File: config.mk
export PLATFORM = sky130hd
export DESIGN_NAME = flow_hash_unit
export DESIGN_NICKNAME = d
export VERILOG_FILES = /design/src/rtl/flow_hash_pkg.sv /design/src/rtl/fh_key_store.sv /design/src/rtl/fh_indir_table.sv /design/src/rtl/fh_engine.sv /design/src/rtl/flow_hash_unit.sv
export SDC_FILE = /design/constraint.sdc
export NUM_CORES = 2
export LEC_CHECK = 0
export ABC_CLOCK_PERIOD_IN_PS = 8900
export BUFFER_PORTS_ARGS = -buffer_cell sky130_fd_sc_hd__buf_2
export CAP_MARGIN = 25
export CORE_MARGIN = 4
export CORE_UTILIZATION = 45
export DETAILED_ROUTE_END_ITERATION = 16
export HOLD_SLACK_MARGIN = 0.1
export PLACE_DENSITY = 0.71
export SETUP_SLACK_MARGIN = 0.2
export SLEW_MARGIN = 25
export SYNTH_ARGS = -nofsm -noshare
export SYNTH_HDL_FRONTEND = slang
export SYNTH_SLANG_ARGS = --single-unit
File: constraint.sdc
create_clock -name clk -period 8.9 [get_ports clk]
set_input_delay 1.78 -clock clk [delete_from_list [all_inputs] [get_ports clk]]
set_output_delay 1.78 -clock clk [all_outputs]
set_load 0.01 [all_outputs]
File: src/rtl/flow_hash_pkg.sv
`timescale 1ns/1ps
package flow_hash_pkg;

    localparam int HASH_W   = 32;
    localparam int ADDR_W   = 32;
    localparam int PORT_W   = 16;
    localparam int PROTO_W  = 8;
    localparam int TUPLE_W  = 2 * ADDR_W + 2 * PORT_W + PROTO_W;
    localparam int PAT_W    = 16;
    localparam logic [PAT_W-1:0] SYM_PATTERN = 16'h6d5a;

    typedef struct packed {
        logic [ADDR_W-1:0]  src_addr;
        logic [ADDR_W-1:0]  dst_addr;
        logic [PORT_W-1:0]  src_port;
        logic [PORT_W-1:0]  dst_port;
        logic [PROTO_W-1:0] proto;
    } flow_tuple_t;

    typedef enum logic [1:0] {
        ST_IDLE   = 2'd0,
        ST_SHIFT  = 2'd1,
        ST_REPORT = 2'd2
    } fh_state_e;

endpackage

File: src/rtl/fh_key_store.sv
`timescale 1ns/1ps
module fh_key_store #(
    parameter int KEY_W  = 320,
    parameter int WORD_W = 32,
    parameter int PAT_W  = 16,
    parameter logic [PAT_W-1:0] PATTERN = 16'h6d5a
) (
    input  logic                                   clk,
    input  logic                                   rst_n,
    input  logic                                   wr_en,
    input  logic [$clog2(KEY_W/WORD_W)-1:0]        wr_idx,
    input  logic [WORD_W-1:0]                      wr_data,
    output logic [KEY_W-1:0]                       key
);
    localparam int NWORDS = KEY_W / WORD_W;
    localparam int AW     = $clog2(NWORDS);
    localparam int NCHUNK = KEY_W / PAT_W;

    logic [KEY_W-1:0] default_key;
    logic [KEY_W-1:0] key_q;

    // Repeating pattern fills the whole key (symmetric default)
    for (genvar c = 0; c < NCHUNK; c++) begin : g_pat
        assign default_key[c*PAT_W +: PAT_W] = PATTERN;
    end
    if (NCHUNK * PAT_W < KEY_W) begin : g_pad
        assign default_key[KEY_W-1:NCHUNK*PAT_W] = '0;
    end

    always_ff @(posedge clk) begin
        if (!rst_n) begin
            key_q <= default_key;
        end else if (wr_en && (wr_idx < AW'(NWORDS))) begin
            // word 0 is the leftmost slice
            key_q[KEY_W - 1 - int'(wr_idx) * WORD_W -: WORD_W] <= wr_data;
        end
    end

    assign key = key_q;
endmodule

File: src/rtl/fh_indir_table.sv
`timescale 1ns/1ps
module fh_indir_table #(
    parameter int DEPTH      = 128,
    parameter int NUM_QUEUES = 16
) (
    input  logic                          clk,
    input  logic                          rst_n,
    input  logic                          wr_en,
    input  logic [$clog2(DEPTH)-1:0]      wr_idx,
    input  logic [$clog2(NUM_QUEUES)-1:0] wr_data,
    input  logic [$clog2(DEPTH)-1:0]      rd_idx,
    output logic [$clog2(NUM_QUEUES)-1:0] rd_data
);
    localparam int QW = $clog2(NUM_QUEUES);

    logic [QW-1:0] entry_q [DEPTH];

    always_ff @(posedge clk) begin
        if (!rst_n) begin
            for (int i = 0; i < DEPTH; i++) begin
                entry_q[i] <= QW'(i % NUM_QUEUES);
            end
        end else if (wr_en) begin
            entry_q[wr_idx] <= wr_data;
        end
    end

    assign rd_data = entry_q[rd_idx];
endmodule

File: src/rtl/fh_engine.sv
`timescale 1ns/1ps
module fh_engine
    import flow_hash_pkg::*;
#(
    parameter int KEY_W = 320,
    parameter int IN_W  = TUPLE_W,
    parameter int OUT_W = HASH_W
) (
    input  logic             clk,
    input  logic             rst_n,
    input  logic             start,
    input  logic [IN_W-1:0]  tuple,
    input  logic [KEY_W-1:0] key,
    output logic             busy,
    output logic             done,
    output logic [OUT_W-1:0] hash
);
    // Only the key bits reachable by the last tuple bit are kept
    localparam int WIN_W = IN_W - 1 + OUT_W;
    localparam int CNT_W = $clog2(IN_W);
    localparam logic [CNT_W-1:0] LAST = CNT_W'(IN_W - 1);

    fh_state_e        state_q, state_d;
    logic [IN_W-1:0]  bits_q;
    logic [WIN_W-1:0] win_q;
    logic [WIN_W-1:0] key_head;
    logic [OUT_W-1:0] acc_q;
    logic [OUT_W-1:0] acc_next;
    logic [OUT_W-1:0] result_q;
    logic [CNT_W-1:0] cnt_q;
    logic             last_bit;

    if (KEY_W >= WIN_W) begin : g_key_trim
        assign key_head = key[KEY_W-1 -: WIN_W];
    end else begin : g_key_pad
        assign key_head = {key, {(WIN_W - KEY_W){1'b0}}};
    end

    assign last_bit = (cnt_q == LAST);
    assign acc_next = bits_q[IN_W-1] ? (acc_q ^ win_q[WIN_W-1 -: OUT_W]) : acc_q;

    // state register
    always_ff @(posedge clk) begin
        if (!rst_n) state_q <= ST_IDLE;
        else        state_q <= state_d;
    end

    always_comb begin
        state_d = state_q;
        unique case (state_q)
            ST_IDLE:   if (start)    state_d = ST_SHIFT;
            ST_SHIFT:  if (last_bit) state_d = ST_REPORT;
            ST_REPORT:               state_d = ST_IDLE;
            default:                 state_d = ST_IDLE;
        endcase
    end

    // bit-serial datapath
    always_ff @(posedge clk) begin
        if (!rst_n) begin
            bits_q   <= '0;
            win_q    <= '0;
            acc_q    <= '0;
            cnt_q    <= '0;
            result_q <= '0;
        end else begin
            unique case (state_q)
                ST_IDLE: begin
                    if (start) begin
                        bits_q <= tuple;
                        win_q  <= key_head;
                        acc_q  <= '0;
                        cnt_q  <= '0;
                    end
                end
                ST_SHIFT: begin
                    acc_q  <= acc_next;
                    win_q  <= win_q << 1;
                    bits_q <= bits_q << 1;
                    cnt_q  <= cnt_q + 1'b1;
                    if (last_bit) result_q <= acc_next;
                end
                default: ;
            endcase
        end
    end

    // outputs
    always_comb begin
        busy = 1'b0;
        done = 1'b0;
        unique case (state_q)
            ST_IDLE:   ;
            ST_SHIFT:  busy = 1'b1;
            ST_REPORT: begin busy = 1'b1; done = 1'b1; end
            default:   ;
        endcase
    end

    assign hash = result_q;
endmodule

File: src/rtl/flow_hash_unit.sv
`timescale 1ns/1ps
module flow_hash_unit
    import flow_hash_pkg::*;
#(
    parameter int KEY_W      = 320,
    parameter int KEY_WORD_W = 32,
    parameter int IND_DEPTH  = 128,
    parameter int NUM_QUEUES = 16
) (
    input  logic                                  clk,
    input  logic                                  rst_n,
    input  logic                                  start,
    input  logic [31:0]                           src_addr,
    input  logic [31:0]                           dst_addr,
    input  logic [15:0]                           src_port,
    input  logic [15:0]                           dst_port,
    input  logic [7:0]                            proto,
    input  logic                                  key_wr_en,
    input  logic [$clog2(KEY_W/KEY_WORD_W)-1:0]   key_wr_idx,
    input  logic [KEY_WORD_W-1:0]                 key_wr_data,
    input  logic                                  tbl_wr_en,
    input  logic [$clog2(IND_DEPTH)-1:0]          tbl_wr_idx,
    input  logic [$clog2(NUM_QUEUES)-1:0]         tbl_wr_data,
    output logic                                  busy,
    output logic                                  done,
    output logic [31:0]                           hash_out,
    output logic [$clog2(NUM_QUEUES)-1:0]         queue_out
);
    localparam int IND_AW = $clog2(IND_DEPTH);

    flow_tuple_t      tup;
    logic [KEY_W-1:0] key;
    logic             eng_busy;

    assign tup = '{src_addr: src_addr, dst_addr: dst_addr,
                   src_port: src_port, dst_port: dst_port, proto: proto};

    fh_key_store #(
        .KEY_W   (KEY_W),
        .WORD_W  (KEY_WORD_W),
        .PAT_W   (PAT_W),
        .PATTERN (SYM_PATTERN)
    ) u_key (
        .clk     (clk),
        .rst_n   (rst_n),
        .wr_en   (key_wr_en && !eng_busy),
        .wr_idx  (key_wr_idx),
        .wr_data (key_wr_data),
        .key     (key)
    );

    fh_engine #(
        .KEY_W (KEY_W),
        .IN_W  (TUPLE_W),
        .OUT_W (HASH_W)
    ) u_eng (
        .clk   (clk),
        .rst_n (rst_n),
        .start (start),
        .tuple (tup),
        .key   (key),
        .busy  (eng_busy),
        .done  (done),
        .hash  (hash_out)
    );

    fh_indir_table #(
        .DEPTH      (IND_DEPTH),
        .NUM_QUEUES (NUM_QUEUES)
    ) u_tbl (
        .clk     (clk),
        .rst_n   (rst_n),
        .wr_en   (tbl_wr_en && !eng_busy),
        .wr_idx  (tbl_wr_idx),
        .wr_data (tbl_wr_data),
        .rd_idx  (hash_out[IND_AW-1:0]),
        .rd_data (queue_out)
    );

    assign busy = eng_busy;
endmodule

==> impl_metrics.ini <==
[min_path]
min_path_cells = 2
holdCritStartpoint = u_key.key[231]$_SDFFE_PN0P_
min_to = u_key.key[231]$_SDFFE_PN0P_
hp-class = reg2reg

[power]
irDropWorstVdd_mv = 0.1441
power_frac_clock = 0.412
seqPwrFrac = 0.505
cellInternalPower_uw = 7434
p_switching_uw = 2481
p_comb_frac = 0.084
switching_share = 0.2502
p_leak_uw = 0.01584
cellPowerDensity_nw_per_um2 = 206.2

[sta]
fin_setup_tns_ns = 0
rsz0062_at_grt = no
fin_ws_ns = 2.726
period_needed_ns = 6.174
worst_pin_slew_ns = 1.048
hold_viol_final = 0
fmax_mhz = 162.0
maxSlewViolCount = 0
report.final.setup_viol = 0
fin_crit_sh = 0.6938
relSlewSlack = 0.3014
skew_ns = 0.02458

[worst_setup_path]
r2r_end = u_eng.win_q[86]$_SDFFE_PN0P_
cp_max_fo = 66
crit_path_end_kind = output pin
cp.arrival_ns = 4.39
r2r_start = u_eng.state_q[1]$_SDFFE_PN0P_
critPathLaunchType = flop
cp.required_ns = 7.12
critPathKind = reg2out
r2r_setup_slack_ns = 4.91
r2r_cells = 7

[route]
drc = 0
routed_wl_mm = 116.9
via_per_inst = 6.183
via_count = 31510
avgRoutedWirePerCell_um = 22.93
ant_nets = 0
drt-pass1-iter-count = 5
first_iter_violations = 3574

[place]
port_buffers = 193
gp_congestion = 0.8314
place_ws_ns = 3.469
place_hpwl_mm = 69.33

[yosys]
synth_fp_nets = 4007
ys.flop_type = edfxtp_1
synth_area_leaders = edfxtp_1, dfxtp_1, mux4_2
synth-edff-count = 512
yosysTopAreaCell = edfxtp_1
synth.most_common_cell = edfxtp_1
netlist_instances = 3846
yosys_warnings = 0
synth_seq_cells = 966
async_flop_share = 0
seq_area_frac_synth = 0.5641
syn_area_per_cell_um2 = 11.28
synthTopCellsByCount = edfxtp_1, dfxtp_1, clkbuf_1
netlist.area_leader.share = 0.3545
synth_cell_types = 45
netlist_area_um2 = 43370

[floorplan]
core_um2 = 95290
die_x_um = 318.5
dieArea_um2 = 101400
row_count = 113
start_util = 0.4551
die_h_um = 318.5
ios = 194

[final_layout]
nets = 3905
drive_gt1_frac = 0.1583
area_growth_syn_to_layout_pct = 10.87
multiInputGateArea_um2 = 17280
fillers = 8363
final-seq-area_um2 = 24470

[clocking]
htree_levels = 3
clk_pin_slew_ns = 0.06
numCtsBuffers = 102
cts_tree = yes
cts_setup_buffers = 0
clockBufferDepth = 3
clock_latency_ns = 0.69
cts-root-buf = clkbuf_16
clock_sinks = 966
cts_resized = 0
hold_buffers = 0

[global_routing]
grt_overflow = 0
grt_max_degree = 251
antenna_found_initial = 9
grtUsageTotal = 0.2220
grt_pass1_vias = 29830
grt_pass1_wl_mm = 180.1

[flow_run]
drv_cap = 0

[outcome]
status = finished clean
[metal layers]
metal	GRT usage	vias up	wire, µm
met1	0.3184	15430	48400
met3	0.04042	228	10800
met2	0.3438	1532	54070
met4	0.07068	6	3545
li1	-	14310	-
met5	0	-	43
[power groups by stage]
stage / clock (µW) / sequential (µW) / combinational (µW)
after global placement: 0 / 5090 / 798
final: 4080 / 5010 / 829
after detailed placement: 0 / 5100 / 818
after CTS: 4140 / 5000 / 821
after floorplan: 0 / 5040 / 594
after global routing: 4320 / 5020 / 912
[worst max-delay path, stage by stage, from the launching register on]
cell and delay [ns]:
dfxtp_4 0.93, buf_4 0.81, mux4_2 0.42, mux4_2 0.52, mux4_2 0.48, mux2_2 0.31, buf_2 0.15
[kinds of logic (layout without fill, tap and decap cells)]
group / after synthesis / count (layout) / share of synthesized area
DFF: 966 / 966 / 0.5641
and+or+nand+nor: 1263 / 1263 / 0.1521
buffers and inverters: 470 / 451 / 0.04125
AOI/OAI and AO/OA: 820 / 820 / 0.1193
xor gates and xnor gates: 37 / 37 / 0.007472
other: 0 / 4 / 0
muxes: 285 / 285 / 0.1144
adders and majority gates: 5 / 5 / 0.001442
[final cells by class]
type / count / area share
flip-flops and latches: 966 / 0.5090
multi-input cells: 2410 / 0.3594
clock buffers: 144 / 0.05891
well taps: 1265 / 0.03292
repair buffers: 246 / 0.03099
clock inverters: 43 / 0.006999
inverters: 18 / 0.001665
diodes: 4 / 0.0002082
[worst max path at each step]
stage,from,end,slack [ns],depth (start not counted)
finish,flop,queue_out[1],2.73,6
global route,flop,queue_out[0],2.63,6
CTS,flop,queue_out[1],2.72,6
detailed placement,flop,queue_out[1],3.47,6
global placement,flop,queue_out[1],3.52,6
floorplan,flop,queue_out[0],4.59,6
[stage by stage]
step	total power [µW]	std cells	hold slack [ns]	utilization	cell area, µm²
5_1_grt	10260	5093	0.4648	0.5045	48080
6_report	9916	5096	0.4508	0.5046	48090
4_1_cts	9959	5088	0.4513	0.5034	47970
3_3_place_gp	5889	4898	0.4376	0.4696	44750
2_1_floorplan	5639	3846	0.4267	-	43370
3_5_place_dp	5913	4901	0.4430	0.4701	44800
[cells in the final DEF, fill, tap and decap left out, types with 5 or more instances in the layout]
master / instances
edfxtp_1: 512
dfxtp_1: 450
o21ai_0: 303
nand2_1: 263
nor2_1: 195
buf_2: 189
a21oi_1: 183
mux4_2: 168
nand3_1: 155
o221ai_1: 154
nand3b_1: 150
or3_1: 128
nor3_1: 127
and3_1: 121
a211oi_1: 116
mux2i_1: 111
clkbuf_16: 104
and2_1: 57
buf_4: 46
xor2_1: 37
clkbuf_1: 32
o211ai_1: 30
a221o_1: 18
nand2b_1: 16
clkinv_1: 15
inv_1: 14
clkinv_2: 13
a31oi_1: 8
clkbuf_8: 8
nor2_2: 7
nand4_1: 6
or2_2: 5
inv_6: 5
[state kept, by name, indices dropped and copies added (netlist names), named ones only]
register       cells
u_tbl.entry_q    512
u_eng.win_q      135
u_key.key        135
u_eng.bits_q     104
u_eng.acc_q       32
u_eng.hash        32
u_eng.cnt_q        7
u_eng.state_q      2
(Power assumes the default switching activity.)
